### src/rtl/wdog_pkg.sv
package wdog_pkg;

    localparam int BUS_AW = 4;
    localparam int BUS_DW = 32;
    localparam int PRE_W  = 8;
    localparam int SEL_W  = 2;

    localparam logic [BUS_AW-1:0] OFF_CTRL   = 4'h0;
    localparam logic [BUS_AW-1:0] OFF_RELOAD = 4'h4;
    localparam logic [BUS_AW-1:0] OFF_COUNT  = 4'h8;
    localparam logic [BUS_AW-1:0] OFF_CLEAR  = 4'hC;

    localparam int BIT_RST_EN = 0;
    localparam int BIT_IRQ_EN = 2;
    localparam int BIT_SEL_LO = 3;
    localparam int BIT_RUN    = 5;
    localparam int BIT_PRE_LO = 8;

    typedef struct packed {
        logic [PRE_W-1:0] pre;
        logic             run;
        logic [SEL_W-1:0] sel;
        logic             irq_en;
        logic             rst_en;
    } ctrl_t;

    typedef enum logic {RUN_HALT, RUN_ACTIVE} run_state_e;
    typedef enum logic {IRQ_IDLE, IRQ_PEND} irq_state_e;
    typedef enum logic {PULSE_IDLE, PULSE_DRIVE} pulse_state_e;

endpackage

### src/rtl/wdog_regs.sv
module wdog_regs
    import wdog_pkg::*;
#(
    parameter int CNT_W = 16,
    parameter logic [CNT_W-1:0] CNT_RST = 16'h8000
) (
    input  logic              clk,
    input  logic              rst_n,
    input  logic              bus_valid,
    input  logic              bus_write,
    input  logic [BUS_AW-1:0] bus_addr,
    input  logic [BUS_DW-1:0] bus_wdata,
    input  logic [CNT_W-1:0]  live_count,
    output ctrl_t             ctrl,
    output logic [CNT_W-1:0]  reload_val,
    output logic              cnt_wr,
    output logic [CNT_W-1:0]  cnt_wr_val,
    output logic              irq_clr,
    output logic [BUS_DW-1:0] bus_rdata
);

    logic wr;
    logic [BUS_DW-1:0] ctrl_word;

    assign wr         = bus_valid && bus_write;
    assign cnt_wr     = wr && (bus_addr == OFF_COUNT);
    assign cnt_wr_val = bus_wdata[CNT_W-1:0];
    assign irq_clr    = wr && (bus_addr == OFF_CLEAR) && bus_wdata[0];

    always_ff @(posedge clk or negedge rst_n) begin
        if (!rst_n) begin
            ctrl.pre    <= 8'h80;
            ctrl.run    <= 1'b0;
            ctrl.sel    <= 2'b11;
            ctrl.irq_en <= 1'b0;
            ctrl.rst_en <= 1'b1;
            reload_val  <= CNT_RST;
        end else if (wr) begin
            if (bus_addr == OFF_CTRL) begin
                ctrl.pre    <= bus_wdata[BIT_PRE_LO +: PRE_W];
                ctrl.run    <= bus_wdata[BIT_RUN];
                ctrl.sel    <= bus_wdata[BIT_SEL_LO +: SEL_W];
                ctrl.irq_en <= bus_wdata[BIT_IRQ_EN];
                ctrl.rst_en <= bus_wdata[BIT_RST_EN];
            end
            if (bus_addr == OFF_RELOAD) begin
                reload_val <= bus_wdata[CNT_W-1:0];
            end
        end
    end

    always_comb begin
        ctrl_word = '0;
        ctrl_word[BIT_PRE_LO +: PRE_W] = ctrl.pre;
        ctrl_word[BIT_RUN]             = ctrl.run;
        ctrl_word[BIT_SEL_LO +: SEL_W] = ctrl.sel;
        ctrl_word[BIT_IRQ_EN]          = ctrl.irq_en;
        ctrl_word[BIT_RST_EN]          = ctrl.rst_en;
    end

    always_comb begin
        case (bus_addr)
            OFF_CTRL:   bus_rdata = ctrl_word;
            OFF_RELOAD: bus_rdata = BUS_DW'(reload_val);
            OFF_COUNT:  bus_rdata = BUS_DW'(live_count);
            default:    bus_rdata = '0;
        endcase
    end

    // Stored control fields follow a control write
    p_ctrl_write_r2: assert property (@(posedge clk) disable iff (!rst_n)
        (wr && bus_addr == OFF_CTRL) |=> (ctrl.run == $past(bus_wdata[BIT_RUN])));

endmodule

### src/rtl/wdog_divider.sv
module wdog_divider
    import wdog_pkg::*;
#(
    parameter int POST_BASE_LOG2 = 4
) (
    input  logic             clk,
    input  logic             rst_n,
    input  logic             run,
    input  logic [PRE_W-1:0] pre_val,
    input  logic [SEL_W-1:0] sel,
    output logic             tick
);

    localparam int N_SEL    = 1 << SEL_W;
    localparam int POST_W   = POST_BASE_LOG2 + N_SEL - 1;

    logic [PRE_W-1:0]  pre_cnt;
    logic [POST_W-1:0] post_cnt;
    logic [POST_W-1:0] post_top_tab [N_SEL];
    logic [POST_W-1:0] post_top;
    logic              pre_last;
    logic              post_last;

    for (genvar g = 0; g < N_SEL; g++) begin : g_post_top
        assign post_top_tab[g] = POST_W'((1 << (POST_BASE_LOG2 + g)) - 1);
    end

    assign post_top  = post_top_tab[sel];
    assign pre_last  = (pre_cnt >= pre_val);
    assign post_last = (post_cnt >= post_top);
    assign tick      = run && pre_last && post_last;

    always_ff @(posedge clk or negedge rst_n) begin
        if (!rst_n) begin
            pre_cnt  <= '0;
            post_cnt <= '0;
        end else if (!run) begin
            pre_cnt  <= '0;
            post_cnt <= '0;
        end else if (pre_last) begin
            pre_cnt  <= '0;
            post_cnt <= post_last ? '0 : post_cnt + 1'b1;
        end else begin
            pre_cnt  <= pre_cnt + 1'b1;
        end
    end

    // Ticks are at least 16 clocks apart
    p_tick_gap_r3: assert property (@(posedge clk) disable iff (!rst_n)
        tick |=> !tick);

    // A stopped divider stays at phase zero
    p_idle_phase_r6: assert property (@(posedge clk) disable iff (!rst_n)
        !run |=> (pre_cnt == '0 && post_cnt == '0));

endmodule

### src/rtl/wdog_counter.sv
module wdog_counter
    import wdog_pkg::*;
#(
    parameter int CNT_W = 16,
    parameter logic [CNT_W-1:0] CNT_RST = 16'h8000
) (
    input  logic             clk,
    input  logic             rst_n,
    input  logic             run,
    input  logic             tick,
    input  logic             cnt_wr,
    input  logic [CNT_W-1:0] cnt_wr_val,
    input  logic [CNT_W-1:0] reload_val,
    output logic [CNT_W-1:0] count,
    output logic             expire
);

    run_state_e state, state_nx;
    logic       at_end;

    always_ff @(posedge clk or negedge rst_n) begin
        if (!rst_n) state <= RUN_HALT;
        else        state <= state_nx;
    end

    always_comb begin
        state_nx = state;
        unique case (state)
            RUN_HALT:   if (run)  state_nx = RUN_ACTIVE;
            RUN_ACTIVE: if (!run) state_nx = RUN_HALT;
        endcase
    end

    assign at_end = (count <= CNT_W'(1));
    assign expire = (state == RUN_ACTIVE) && tick && !cnt_wr && at_end;

    always_ff @(posedge clk or negedge rst_n) begin
        if (!rst_n) begin
            count <= CNT_RST;
        end else if (cnt_wr) begin
            count <= cnt_wr_val;
        end else if (state == RUN_ACTIVE && tick) begin
            count <= at_end ? reload_val : count - 1'b1;
        end
    end

    p_refresh_r5: assert property (@(posedge clk) disable iff (!rst_n)
        cnt_wr |=> (count == $past(cnt_wr_val)));

    p_hold_r6: assert property (@(posedge clk) disable iff (!rst_n)
        (!run && !cnt_wr) |=> $stable(count));

    p_reload_r4: assert property (@(posedge clk) disable iff (!rst_n)
        expire |=> (count == $past(reload_val)));

endmodule

### src/rtl/wdog_out.sv
module wdog_out
    import wdog_pkg::*;
#(
    parameter int RST_CYCLES = 8
) (
    input  logic clk,
    input  logic rst_n,
    input  logic expire,
    input  logic irq_en,
    input  logic rst_en,
    input  logic irq_clr,
    output logic irq,
    output logic wdt_rst
);

    localparam int PC_W = $clog2(RST_CYCLES + 1);
    localparam int HL_W = $clog2(RST_CYCLES + 2);

    irq_state_e   irq_st, irq_nx;
    pulse_state_e pls_st, pls_nx;
    logic [PC_W-1:0] pls_cnt;
    logic set_irq;
    logic start_pls;

    assign set_irq   = expire && irq_en;
    assign start_pls = expire && rst_en;

    always_ff @(posedge clk or negedge rst_n) begin
        if (!rst_n) begin
            irq_st <= IRQ_IDLE;
            pls_st <= PULSE_IDLE;
        end else begin
            irq_st <= irq_nx;
            pls_st <= pls_nx;
        end
    end

    always_comb begin
        irq_nx = irq_st;
        unique case (irq_st)
            IRQ_IDLE: if (set_irq)              irq_nx = IRQ_PEND;
            IRQ_PEND: if (irq_clr && !set_irq)  irq_nx = IRQ_IDLE;
        endcase
    end

    always_comb begin
        pls_nx = pls_st;
        unique case (pls_st)
            PULSE_IDLE:  if (start_pls)        pls_nx = PULSE_DRIVE;
            PULSE_DRIVE: if (pls_cnt == '0)    pls_nx = PULSE_IDLE;
        endcase
    end

    always_ff @(posedge clk or negedge rst_n) begin
        if (!rst_n) begin
            pls_cnt <= '0;
        end else if (pls_st == PULSE_IDLE) begin
            if (start_pls) pls_cnt <= PC_W'(RST_CYCLES - 1);
        end else if (pls_cnt != '0) begin
            pls_cnt <= pls_cnt - 1'b1;
        end
    end

    always_comb begin
        irq     = (irq_st == IRQ_PEND);
        wdt_rst = (pls_st == PULSE_DRIVE);
    end

    // Checker state: length of the current reset pulse
    logic [HL_W-1:0] hi_len;
    always_ff @(posedge clk or negedge rst_n) begin
        if (!rst_n)                              hi_len <= '0;
        else if (!wdt_rst)                       hi_len <= '0;
        else if (hi_len != HL_W'(RST_CYCLES + 1)) hi_len <= hi_len + 1'b1;
    end

    p_irq_set_r7: assert property (@(posedge clk) disable iff (!rst_n)
        set_irq |=> irq);

    p_irq_clear_r7: assert property (@(posedge clk) disable iff (!rst_n)
        (irq_clr && !set_irq) |=> !irq);

    p_rst_cause_r8: assert property (@(posedge clk) disable iff (!rst_n)
        $rose(wdt_rst) |-> $past(start_pls));

    p_rst_len_r8: assert property (@(posedge clk) disable iff (!rst_n)
        $fell(wdt_rst) |-> (hi_len == HL_W'(RST_CYCLES)));

endmodule

### src/rtl/wdog_top.sv
module wdog_top
    import wdog_pkg::*;
#(
    parameter int CNT_W          = 16,
    parameter int POST_BASE_LOG2 = 4,
    parameter int RST_CYCLES     = 8
) (
    input  logic              clk,
    input  logic              rst_n,
    input  logic              bus_valid,
    input  logic              bus_write,
    input  logic [BUS_AW-1:0] bus_addr,
    input  logic [BUS_DW-1:0] bus_wdata,
    output logic [BUS_DW-1:0] bus_rdata,
    output logic              irq,
    output logic              wdt_rst
);

    localparam logic [CNT_W-1:0] CNT_RST = CNT_W'(1) << (CNT_W - 1);

    ctrl_t            ctrl;
    logic [CNT_W-1:0] reload_val;
    logic [CNT_W-1:0] count;
    logic [CNT_W-1:0] cnt_wr_val;
    logic             cnt_wr;
    logic             irq_clr;
    logic             tick;
    logic             expire;

    wdog_regs #(.CNT_W(CNT_W), .CNT_RST(CNT_RST)) u_regs (
        .clk        (clk),
        .rst_n      (rst_n),
        .bus_valid  (bus_valid),
        .bus_write  (bus_write),
        .bus_addr   (bus_addr),
        .bus_wdata  (bus_wdata),
        .live_count (count),
        .ctrl       (ctrl),
        .reload_val (reload_val),
        .cnt_wr     (cnt_wr),
        .cnt_wr_val (cnt_wr_val),
        .irq_clr    (irq_clr),
        .bus_rdata  (bus_rdata)
    );

    wdog_divider #(.POST_BASE_LOG2(POST_BASE_LOG2)) u_div (
        .clk     (clk),
        .rst_n   (rst_n),
        .run     (ctrl.run),
        .pre_val (ctrl.pre),
        .sel     (ctrl.sel),
        .tick    (tick)
    );

    wdog_counter #(.CNT_W(CNT_W), .CNT_RST(CNT_RST)) u_cnt (
        .clk        (clk),
        .rst_n      (rst_n),
        .run        (ctrl.run),
        .tick       (tick),
        .cnt_wr     (cnt_wr),
        .cnt_wr_val (cnt_wr_val),
        .reload_val (reload_val),
        .count      (count),
        .expire     (expire)
    );

    wdog_out #(.RST_CYCLES(RST_CYCLES)) u_out (
        .clk     (clk),
        .rst_n   (rst_n),
        .expire  (expire),
        .irq_en  (ctrl.irq_en),
        .rst_en  (ctrl.rst_en),
        .irq_clr (irq_clr),
        .irq     (irq),
        .wdt_rst (wdt_rst)
    );

    // No expiry while counting is switched off
    p_no_expire_off_r6: assert property (@(posedge clk) disable iff (!rst_n)
        !ctrl.run |-> !expire);

endmodule

### config.mk
export PLATFORM = sky130hd
export DESIGN_NAME = wdog_top
export DESIGN_NICKNAME = d
export VERILOG_FILES = /design/src/rtl/wdog_pkg.sv /design/src/rtl/wdog_regs.sv /design/src/rtl/wdog_divider.sv /design/src/rtl/wdog_counter.sv /design/src/rtl/wdog_out.sv /design/src/rtl/wdog_top.sv
export SDC_FILE = /design/constraint.sdc
export NUM_CORES = 1
export LEC_CHECK = 0
export ABC_AREA = 1
export BUFFER_PORTS_ARGS = -buffer_cell sky130_fd_sc_hd__clkbuf_2
export CORE_MARGIN = 2
export CORE_UTILIZATION = 50
export DETAILED_ROUTE_END_ITERATION = 10
export GPL_ROUTABILITY_DRIVEN = 1
export HOLD_SLACK_MARGIN = 0.03
export PLACE_DENSITY = 0.73
export SLEW_MARGIN = 40
export SYNTH_ARGS = -nofsm -noshare
export SYNTH_HDL_FRONTEND = slang
export SYNTH_SLANG_ARGS = --single-unit
### constraint.sdc
create_clock -name clk -period 2.8 [get_ports clk]
set_clock_uncertainty 0.1 [all_clocks]
set_input_delay 0.7 -clock clk [delete_from_list [all_inputs] [get_ports clk]]
set_output_delay 0.7 -clock clk [all_outputs]
set_load 0.005 [all_outputs]
==> qor.csv, run 1 <==
metric,value,unit
hold_buffers,0,
cp_cell_sequence,clkbuf_2 > nor2_1 > inv_2 > nor3_2 > inv_1 > buf_4 > o221ai_1 > clkbuf_2,
slowest_delay,0.23,ns
htree_levels,3,
drtIter0Drc,277,
period_needed,2.638,ns
crit_family,buffers and inverters,
areaGrowthSynthToFinish,11.80,%
power-per-cell-area,578.9,nW/µm²
fp.dieH,95.74,µm
num-nets-final,681,
die_w,95.74,µm
fin_cells,734,
ys.flop_type,dfrtp_1,
synth_top_area_share,36.28,%
syn_inst,573,
setup_violations,0,
cp_slowest_cell,o221ai_1,
diodes,0,
maxSlewHeadroom,63.96,%
drcViolationCount,0,
cts_root_buffer,clkbuf_8,
dp.cells,718,
slew_violations,0,
clock_latency,0.34,ns
cts.sinks,67,
start_kind,primary input,
cts_resized,0,
arrival,1.84,ns
crit_buf_inv,5,
async_reset_ff_share,100.0,%
grt_antenna_before_repair,0,
ios,74,
ys_seq_elements,67,
layout-drive-gt1-share,16.22,%
syn_area,4208,µm²
max_freq,0.3791,GHz
ys_seq_area_share,40.02,%
dr.pass1.iters,5,
grt_usage,24.78,%
finalSetupTns,0,ns
synth.area.top_cells,"dfrtp_1 (36%), nand2_1 (16%), inv_1 (6.4%)",
portBuffers,41,
yosys.area.top_type,dfrtp_1,
start_util,51.47,%
wl_per_cell,14.07,µm
place_ws,0.1696,ns
ys_warn_count,0,
fin_crit_sh,94.22,%
gp_congestion,0.9725,
drt_wl_total,10330,µm
crit_fanout,8,
grt_pass1_vias,3718,
setup_ws,0.1618,ns
std_cell_rows,33,
synth-edff-count,0,
synthDistinctLibCells,42,
core,8175,µm²
cts_buffer_depth,2,
clk_pin_slew,0.08,ns
leakagePower,0.002421,µW
critPathMostFrequentCell,clkbuf_2,
cts_setup_buffers,0,
rsz0062_at_grt,false,
cts_tree,done,
maxCapViolCount,0,
drt-vias-per-instance,5.139,
timing_hold_violations_final,0,
numCtsBuffers,9,
ir_worst_vdd,0.3397,mV
num_vias,3772,
ant_nets,0,
grt_pass1_wl,17490,µm
nFillCells,769,
tightest_slew,0.5400,ns
overflow,0,
grt_max_degree,68,
synth.avg_cell_area,7.343,µm²
cp-end-kind,output port,
critical_path_required,2.00,ns
hp-class,primary input to asynchronous set/reset pin,
path_class,primary input to output port,
die_area,9165,µm²
post-dp-hpwl,7695,µm
status,finished clean,
==> per-stage QoR <==
step	total power (µW)	hold slack (ns)	area (µm²)	util, %
finish	2724	0.2670	4705	57.55
global route	2919	0.2964	4705	57.55
CTS	2738	0.2762	4705	57.55
detailed placement	1992	0.3628	4527	55.37
global placement	1970	0.3611	4527	55.37
floorplan	1778	0.3044	4264	-
==> worst paths after layout <==
kind,startpoint,endpoint,slack (ns),cells after the start
setup / recovery,bus_addr[1],bus_rdata[5],0.16,8
hold / removal,rst_n,u_out.irq,0.27,2
setup reg to reg,u_regs.ctrl[12],u_cnt.count[7],0.23,12
hold reg to reg,u_regs.ctrl[4],u_cnt.state,0.38,0
max in group asynchronous,rst_n,u_cnt.count[15],2.01,2
min in group clk,u_regs.ctrl[4],u_cnt.state,0.38,0
==> synthesized netlist by cell type (all sizes together), types with 6 or more instances <==
master	instances
o211ai	8
o221ai	6
inv	81
dfrtp	61
o22ai	7
o21ai	47
nand2	179
a21oi	9
nand4	6
nor2	51
clkbuf	8
xor2	14
ha	17
nand3	32
buf	21
dfstp	6
==> final cells by class <==
type                       instances  area (µm²)  share of cell area, %
clock inverter                     6       40.04                 0.8511
multi-input combinational        411        2090                  44.41
inverter                          81       306.5                  6.516
clock buffer                      10       137.6                  2.926
sequential                        67        1684                  35.80
timing repair buffer              54       315.3                  6.702
tap                              105       131.4                  2.793
==> per-layer routing <==
| metal | track usage (%) | vias to the layer above | wire, µm |
|---|---|---|---|
| met5 | 0 | - | 0 |
| met2 | 43.12 | 120 | 5047 |
| met1 | 32.43 | 1750 | 4597 |
| met4 | 6.667 | 0 | 97 |
| met3 | 3.446 | 8 | 587 |
| li1 | - | 1894 | - |
==> logic make-up after synthesis <==
family                   synth area share, %
other                                0.08912
flip-flops                             40.02
multiplexers                          0.2379
XOR/XNOR                               3.330
AND/OR/NAND/NOR                        28.16
buffers and inverters                  11.66
adder cells (fa/ha/maj)                5.055
AO/OA/AOI/OAI                          11.45
==> power breakdown <==
part           internal [µW]  total, µW  switching [µW]
Combinational            275        741             467
Clock                    345        740             394
Sequential              1110       1240             133
Total                   1730       2720             994
==> sequential cells by signal (all words and copies together), names as in the netlist <==
name               cells
u_out.pls_cnt          4
u_out.wdt_rst          1
u_div.pre_cnt          8
u_cnt.count           16
u_out.irq              1
u_regs.reload_val     16
u_regs.ctrl           13
u_cnt.state            1
u_div.post_cnt         7
==> cell usage in the layout (no fill, tap or decap), types with 7 or more instances in the layout <==
cell	netlist	final
a21oi_1	9	9
buf_4	17	12
clkbuf_2	0	40
clkbuf_8	0	10
conb_1	1	16
dfrtp_1	61	61
ha_1	17	17
inv_1	72	72
inv_2	8	8
nand2_1	176	176
nand3_1	32	32
nor2_1	44	44
nor2_2	7	7
o211ai_1	8	8
o21ai_0	32	32
o21ai_1	14	14
o22ai_1	7	7
xor2_1	14	14
Note: power is estimated with default switching activity, not from simulation.
==> run 2, diff against run 1 <==
--- a/config.mk
+++ b/config.mk
@@ -5,7 +5,7 @@
 export SDC_FILE = /design/constraint.sdc
 export NUM_CORES = 1
 export LEC_CHECK = 0
-export ABC_AREA = 1
+export ABC_AREA = 0
 export BUFFER_PORTS_ARGS = -buffer_cell sky130_fd_sc_hd__clkbuf_2
 export CORE_MARGIN = 2
 export CORE_UTILIZATION = 50
==> constraint.sdc (replaced) <==
create_clock -name clk -period 2.97 [get_ports clk]
set_clock_uncertainty 0.1 [all_clocks]
set_input_delay 0.7425 -clock clk [delete_from_list [all_inputs] [get_ports clk]]
set_output_delay 0.7425 -clock clk [all_outputs]
set_load 0.005 [all_outputs]
==> run 2 against run 1 <==
Die area decreased by 2.9%. Cell area shrank 2.5%. Routed wire length fell by 9.8%. First-iteration DRC count down 2.9%. Setup slack gained 0.12 ns. Worst hold slack got worse by 0.0046 ns. Combinational power is 39% lower. Non-clock buffer count up 2. Sequential power is essentially flat. Global-route usage down 2.3 points. Register-to-register slack better by 0.19 ns. Critical path depth is the same.
==> qor.csv, run 2 <==
metric,value,unit,change
power-per-cell-area,549.3,nW/µm²,-5.1%
cts.sinks,67,,unchanged
grt_pass1_vias,3241,,-13%
cts_tree,done,,
critical_path_required,2.13,ns,+0.13 ns
fin_crit_sh,90.55,%,
yosysMostFrequentCell,nand2_1,,
synthDistinctLibCells,55,,+31%
rsz0062_at_grt,false,,
synth.top_cells.by_count,"nand2_1 (67), dfrtp_1 (61), nor2_1 (25)",,
num_vias,3249,,-14%
start_kind,primary input,,
ys.flop_type,dfrtp_1,,
fin_area,4588,µm²,-2.5%
areaGrowthSynthToFinish,12.42,%,
crit_fanout,17,,+9
hold_buffers,0,,unchanged
numCtsBuffers,9,,unchanged
finalSetupTns,0,ns,unchanged
ys_warn_count,0,,unchanged
ios,74,,unchanged
timing_hold_violations_final,0,,unchanged
setup_violations,0,,unchanged
slew_violations,0,,unchanged
leakagePower,0.002193,µW,-9.4%
setup_ws,0.2807,ns,+0.1189 ns
portBuffers,41,,unchanged
diodes,0,,unchanged
regToRegSetupSlack,0.42,ns,+0.19 ns
synth_top_area_share,37.40,%,+1.1 points
num-nets-final,536,,-21%
final_common_cell,nand2_1,,
fp.dieH,94.35,µm,-1.4%
std_cell_rows,32,,-3.0%
cts_root_buffer,clkbuf_8,,
drt_wl_total,9312,µm,-9.8%
timing.hold.ws,0.2624,ns,-0.004579 ns
synth.area.top_cells,"dfrtp_1 (37%), nand2_1 (6.2%), mux2_2 (6.1%)",,
period_needed,2.689,ns,
maxSlewHeadroom,63.92,%,about the same
nFillCells,699,,-9.1%
grt_pass1_wl,15550,µm,-11%
placed_cell_area,4373,µm²,-3.4%
yosys.area.top_type,dfrtp_1,,
final_util,58.77,%,+1.2 points
ir_worst_vdd,0.2972,mV,-13%
arrival,1.85,ns,about the same
overflow,0,,unchanged
dr.pass1.iters,4,,-1
syn_area,4081,µm²,-3.0%
hp-class,primary input to asynchronous set/reset pin,,
place_ws,0.3286,ns,+0.1590 ns
htree_levels,3,,unchanged
gp_congestion,0.9242,,-5.0%
async_reset_ff_share,100.0,%,unchanged
cts_buffer_depth,2,,unchanged
synth-edff-count,0,,unchanged
ys_seq_area_share,41.26,%,+1.2 points
clock_latency,0.35,ns,about the same
post-dp-hpwl,6658,µm,-13%
drcViolationCount,0,,unchanged
drtIter0Drc,269,,-2.9%
tightest_slew,0.5364,ns,-0.003586 ns
grt_max_degree,49,,-28%
core,7807,µm²,-4.5%
wl_per_cell,15.92,µm,+13%
clk_pin_slew,0.07,ns,about the same
ant_nets,0,,unchanged
syn_inst,434,,-24%
cp-end-kind,output port,,
path_class,primary input to output port,,
reg_top3,"u_cnt.count (16), u_regs.reload_val (16), u_regs.ctrl (13)",,
final_cell_mix,"nand2_1 (67), dfrtp_1 (61), clkbuf_2 (41)",,
grt_usage,22.51,%,-2.3 points
status,finished clean,,
start_util,52.28,%,+0.81 points
synth.avg_cell_area,9.404,µm²,+28%
maxCapViolCount,0,,unchanged
cts_resized,0,,unchanged
die_area,8902,µm²,-2.9%
max_freq,0.3718,GHz,
drt-vias-per-instance,5.554,,+8.1%
layout-drive-gt1-share,22.57,%,+6.4 points
ys_seq_elements,67,,unchanged
die_w,94.35,µm,-1.4%
cts_setup_buffers,0,,unchanged
grt_antenna_before_repair,0,,unchanged
## run 2: cell types whose count changed after synthesis, sizes merged, moves of 13 or more
cell,before,now
mux2,0,24
o21ai,47,27
nand2,179,67
a22oi,0,13
inv,81,21
nor2,51,25
## run 2: cell type report
class / instances / area (µm²) / share of cell area (%)
inverter: 21 / 78.83 / 1.718
clock inverter: 5 / 77.57 / 1.691
timing repair buffer: 56 / 330.3 / 7.199
multi-input combinational: 324 / 2152 / 46.90
clock buffer: 10 / 137.6 / 3.000
sequential: 67 / 1684 / 36.71
tap: 102 / 127.6 / 2.782
## run 2: power by group
group	total, µW	internal, µW	switching [µW]
logic	453	212	241
clock network	832	488	345
registers	1230	1060	170
## run 2: kinds of logic (layout without fill, tap and decap cells)
| kind of cell | Yosys count | after routing | synth area share [%] |
|---|---|---|---|
| DFF | 67 | 67 | 41.26 |
| adders and majority gates | 17 | 17 | 5.211 |
| and+or+nand+nor | 159 | 159 | 20.11 |
| buffers and inverters | 58 | 92 | 7.542 |
| AOI/OAI and AO/OA | 81 | 81 | 13.15 |
| muxes | 31 | 31 | 8.339 |
| other | 1 | 16 | 0.09188 |
| xor gates and xnor gates | 20 | 20 | 4.292 |
## run 2: metrics by stage
| stage | cells | total power [µW] |
|---|---|---|
| global route | 585 | 2663 |
| CTS | 585 | 2538 |
| finish | 585 | 2520 |
| global placement | 570 | 1672 |
| floorplan | 449 | 1551 |
| detailed placement | 570 | 1700 |
## run 2: critical path: stages
cell and delay [ns]:
clkbuf_2 0.13, nor2_1 0.15, nand2_1 0.07, nor2_1 0.08
buf_4 0.26, a22oi_1 0.14, nand2_1 0.13, clkbuf_2 0.13
## run 2: path summary, 6_finish.rpt
check	endpoint	from	cells after the start
worst max-delay path	bus_rdata[9]	bus_addr[1]	8
worst min-delay path	u_out.pls_cnt[2]	rst_n	1
worst max register to register	u_cnt.count[15]	u_div.pre_cnt[0]	9
worst min register to register	u_cnt.state	u_regs.ctrl[4]	0
max in group asynchronous	u_regs.reload_val[15]	rst_n	2
min in group clk	u_cnt.state	u_regs.ctrl[4]	0
## run 2: per-layer routing
layer	vias to the layer above	share of wire (%)	wire length, µm	track usage (%)
li1	1581	-	-	-
met1	1551	43	3984	28.48
met2	103	50	4613	37.68
met3	14	6.3	586	5.906
met4	0	1.4	127	7.367
met5	-	0	0	0
==> run 3, diff against run 2 <==
--- a/config.mk
+++ b/config.mk
@@ -12,8 +12,9 @@
 export DETAILED_ROUTE_END_ITERATION = 10
 export GPL_ROUTABILITY_DRIVEN = 1
 export HOLD_SLACK_MARGIN = 0.03
-export PLACE_DENSITY = 0.73
+export PLACE_DENSITY = 0.72
 export SLEW_MARGIN = 40
 export SYNTH_ARGS = -nofsm -noshare
 export SYNTH_HDL_FRONTEND = slang
+export SYNTH_HIERARCHICAL = 1
 export SYNTH_SLANG_ARGS = --single-unit
==> run 3 against run 2 <==
Cell area grew 3.5%. First-iteration DRC count shrank 47%. Combinational power grew 19%. Synthesized cell count rose by 5.3%. Clock-buffer cell count up 2. Sequential share of layout area fell by 1.2 points. Clock power decreased by 16%. Sequential cell count stayed put. Die area increased by 6.9%. Routed wire length up 7.7%.
==> qor.csv, run 3 <==
metric,value,unit,change
wl_met1,4376,µm,+9.8%
grt_antenna_before_repair,0,,unchanged
ys_seq_area_share,38.48,%,-2.8 points
wl_met2,4987,µm,+8.1%
hp-class,primary input to asynchronous set/reset pin,,
drtIter0Drc,142,,-47%
crit_fanout,14,,-3
hold_buffers,0,,unchanged
numCtsBuffers,9,,unchanged
fin_area,4748,µm²,+3.5%
fin_crit_sh,94.69,%,+4.1 points
clock_latency,0.34,ns,about the same
yosys.area.top_type,dfrtp_1,,
cts_buffer_depth,2,,unchanged
htree_levels,3,,unchanged
drt-vias-per-instance,5.668,,+2.1%
maxCapViolCount,0,,unchanged
num-nets-final,547,,+2.1%
synth-edff-count,0,,unchanged
areaGrowthSynthToFinish,8.490,%,
final_common_cell,dfrtp_1,,
ys.flop_type,dfrtp_1,,
critical_path_required,2.13,ns,about the same
drt_wl_total,10030,µm,+7.7%
wl_per_cell,16.63,µm,+4.4%
ys_seq_elements,67,,unchanged
grt_pass1_wl,16390,µm,+5.5%
cts_setup_buffers,0,,unchanged
setup_ws,0.1577,ns,-0.1230 ns
placed_cell_area,4566,µm²,+4.4%
finalSetupTns,0,ns,unchanged
layout-drive-gt1-share,25.86,%,+3.3 points
fp.dieH,97.56,µm,+3.4%
tightest_slew,0.5212,ns,-0.01519 ns
path_class,primary input to output port,,
multi_input_area,2301,µm²,+6.9%
synth.top_cells.by_count,"dfrtp_1 (61), nand2_1 (51), buf_4 (34)",,
start_kind,primary input,,
route.met3.wl,457,µm,-22%
async_reset_ff_share,100.0,%,unchanged
ir_worst_vdd,0.2123,mV,-29%
core,8593,µm²,+10%
drcViolationCount,0,,unchanged
cts_tree,done,,
portBuffers,41,,unchanged
std_cell_rows,34,,+6.3%
grt_usage,21.17,%,-1.3 points
cts_resized,0,,unchanged
start_util,50.93,%,-1.3 points
yosysMostFrequentCell,dfrtp_1,,
power-per-cell-area,520.5,nW/µm²,-5.3%
place_ws,0.1582,ns,-0.1704 ns
grt_max_degree,68,,+39%
synthDistinctLibCells,64,,+16%
final_cell_mix,"dfrtp_1 (61), nand2_1 (51), clkbuf_2 (40)",,
setup_violations,0,,unchanged
status,finished clean,,
timing_hold_violations_final,0,,unchanged
num_vias,3418,,+5.2%
syn_area,4377,µm²,+7.2%
maxSlewHeadroom,65.10,%,+1.2 points
clk_pin_slew,0.07,ns,about the same
ant_nets,0,,unchanged
gp_congestion,0.8613,,-6.8%
nFillCells,766,,+9.6%
highest_layer,met4,,
max_freq,0.3556,GHz,-4.4%
reg_top3,"u_cnt/count (16), u_regs/reload_val (16), u_regs/ctrl (13)",,
syn_inst,457,,+5.3%
register_area,1684,µm²,unchanged
grt_pass1_vias,3385,,+4.4%
cts_root_buffer,clkbuf_8,,
period_needed,2.812,ns,+0.1230 ns
synth.avg_cell_area,9.577,µm²,+1.8%
leakagePower,0.002175,µW,-0.80%
ys_warn_count,6,,+6
rsz0062_at_grt,false,,
overflow,0,,unchanged
dr.pass1.iters,5,,+1
arrival,1.97,ns,+0.12 ns
cp-end-kind,output port,,
slew_violations,0,,unchanged
cts.sinks,67,,unchanged
die_w,97.56,µm,+3.4%
ios,74,,unchanged
diodes,0,,unchanged
synth.area.top_cells,"dfrtp_1 (35%), mux2_2 (7.5%), buf_4 (5.8%)",,
synth_top_area_share,34.88,%,-2.5 points
final_util,55.26,%,-3.5 points
die_area,9518,µm²,+6.9%
post-dp-hpwl,7275,µm,+9.3%
run 3: changes by cell type after synthesis, moves of 9 or more:
| cell | delta |
|---|---|
| o21ai_0 | +9 |
| nand2_1 | -16 |
| buf_4 | +16 |
| nand3_1 | -10 |
| mux2i_1 | +9 |
| a21oi_1 | +17 |
| a22oi_1 | -11 |
run 3: area by class of cell:
type,count,area share [%]
Clock buffer,12,3.267
Clock inverter,4,0.5270
Inverter,20,1.581
Multi-Input combinational cell,332,48.46
Sequential cell,67,35.47
Tap cell,108,2.846
Timing Repair Buffer,60,7.852
run 3: path summary, 6_finish.rpt:
| path | from | end | slack (ns) | cells past startpoint |
|---|---|---|---|---|
| worst max-delay path | bus_addr[1] | bus_rdata[10] | 0.16 | 4 |
| worst min-delay path | rst_n | u_div/post_cnt[4] | 0.31 | 2 |
| worst max register to register | u_regs/ctrl[3] | u_cnt/count[13] | 0.21 | 12 |
| worst min register to register | u_div/post_cnt[6] | u_div/post_cnt[6] | 0.42 | 1 |
| max in group asynchronous | rst_n | u_cnt/count[15] | 2.14 | 2 |
| min in group clk | u_div/post_cnt[6] | u_div/post_cnt[6] | 0.42 | 1 |
run 3: cell families (layout without fill, tap and decap cells):
logic type | Yosys count | in the layout | share of synthesized area [%]
and+or+nand+nor | 139 | 139 | 17.01
AOI/OAI and AO/OA | 99 | 99 | 14.95
buffers and inverters | 73 | 96 | 10.29
DFF | 67 | 67 | 38.48
muxes | 45 | 45 | 11.12
adders and majority gates | 17 | 17 | 4.860
xor gates and xnor gates | 16 | 16 | 3.202
other | 1 | 16 | 0.08568
run 3: per-layer routing:
layer,global-route usage [%],up-vias
li1,-,1659
met1,26.91,1646
met2,36.07,98
met3,3.597,15
met4,8.120,0
met5,0,-
run 3: power breakdown:
group	total [µW]	switching [µW]	internal [µW]
clock network	699	353	346
logic	541	282	259
registers	1230	172	1060
run 3: worst max-delay path, stage by stage:
cell and delay (ns):
clkbuf_2 0.11, or3_1 0.60, o21ai_0 0.35, clkbuf_2 0.17
run 3: stage by stage:
stage | hold WS, ns | total power, µW | instances
final | 0.3051 | 2471 | 603
after global routing | 0.3217 | 2617 | 603
after CTS | 0.3186 | 2484 | 603
after detailed placement | 0.4111 | 1783 | 587
after global placement | 0.3998 | 1756 | 587
after floorplan | 0.3469 | 1620 | 472
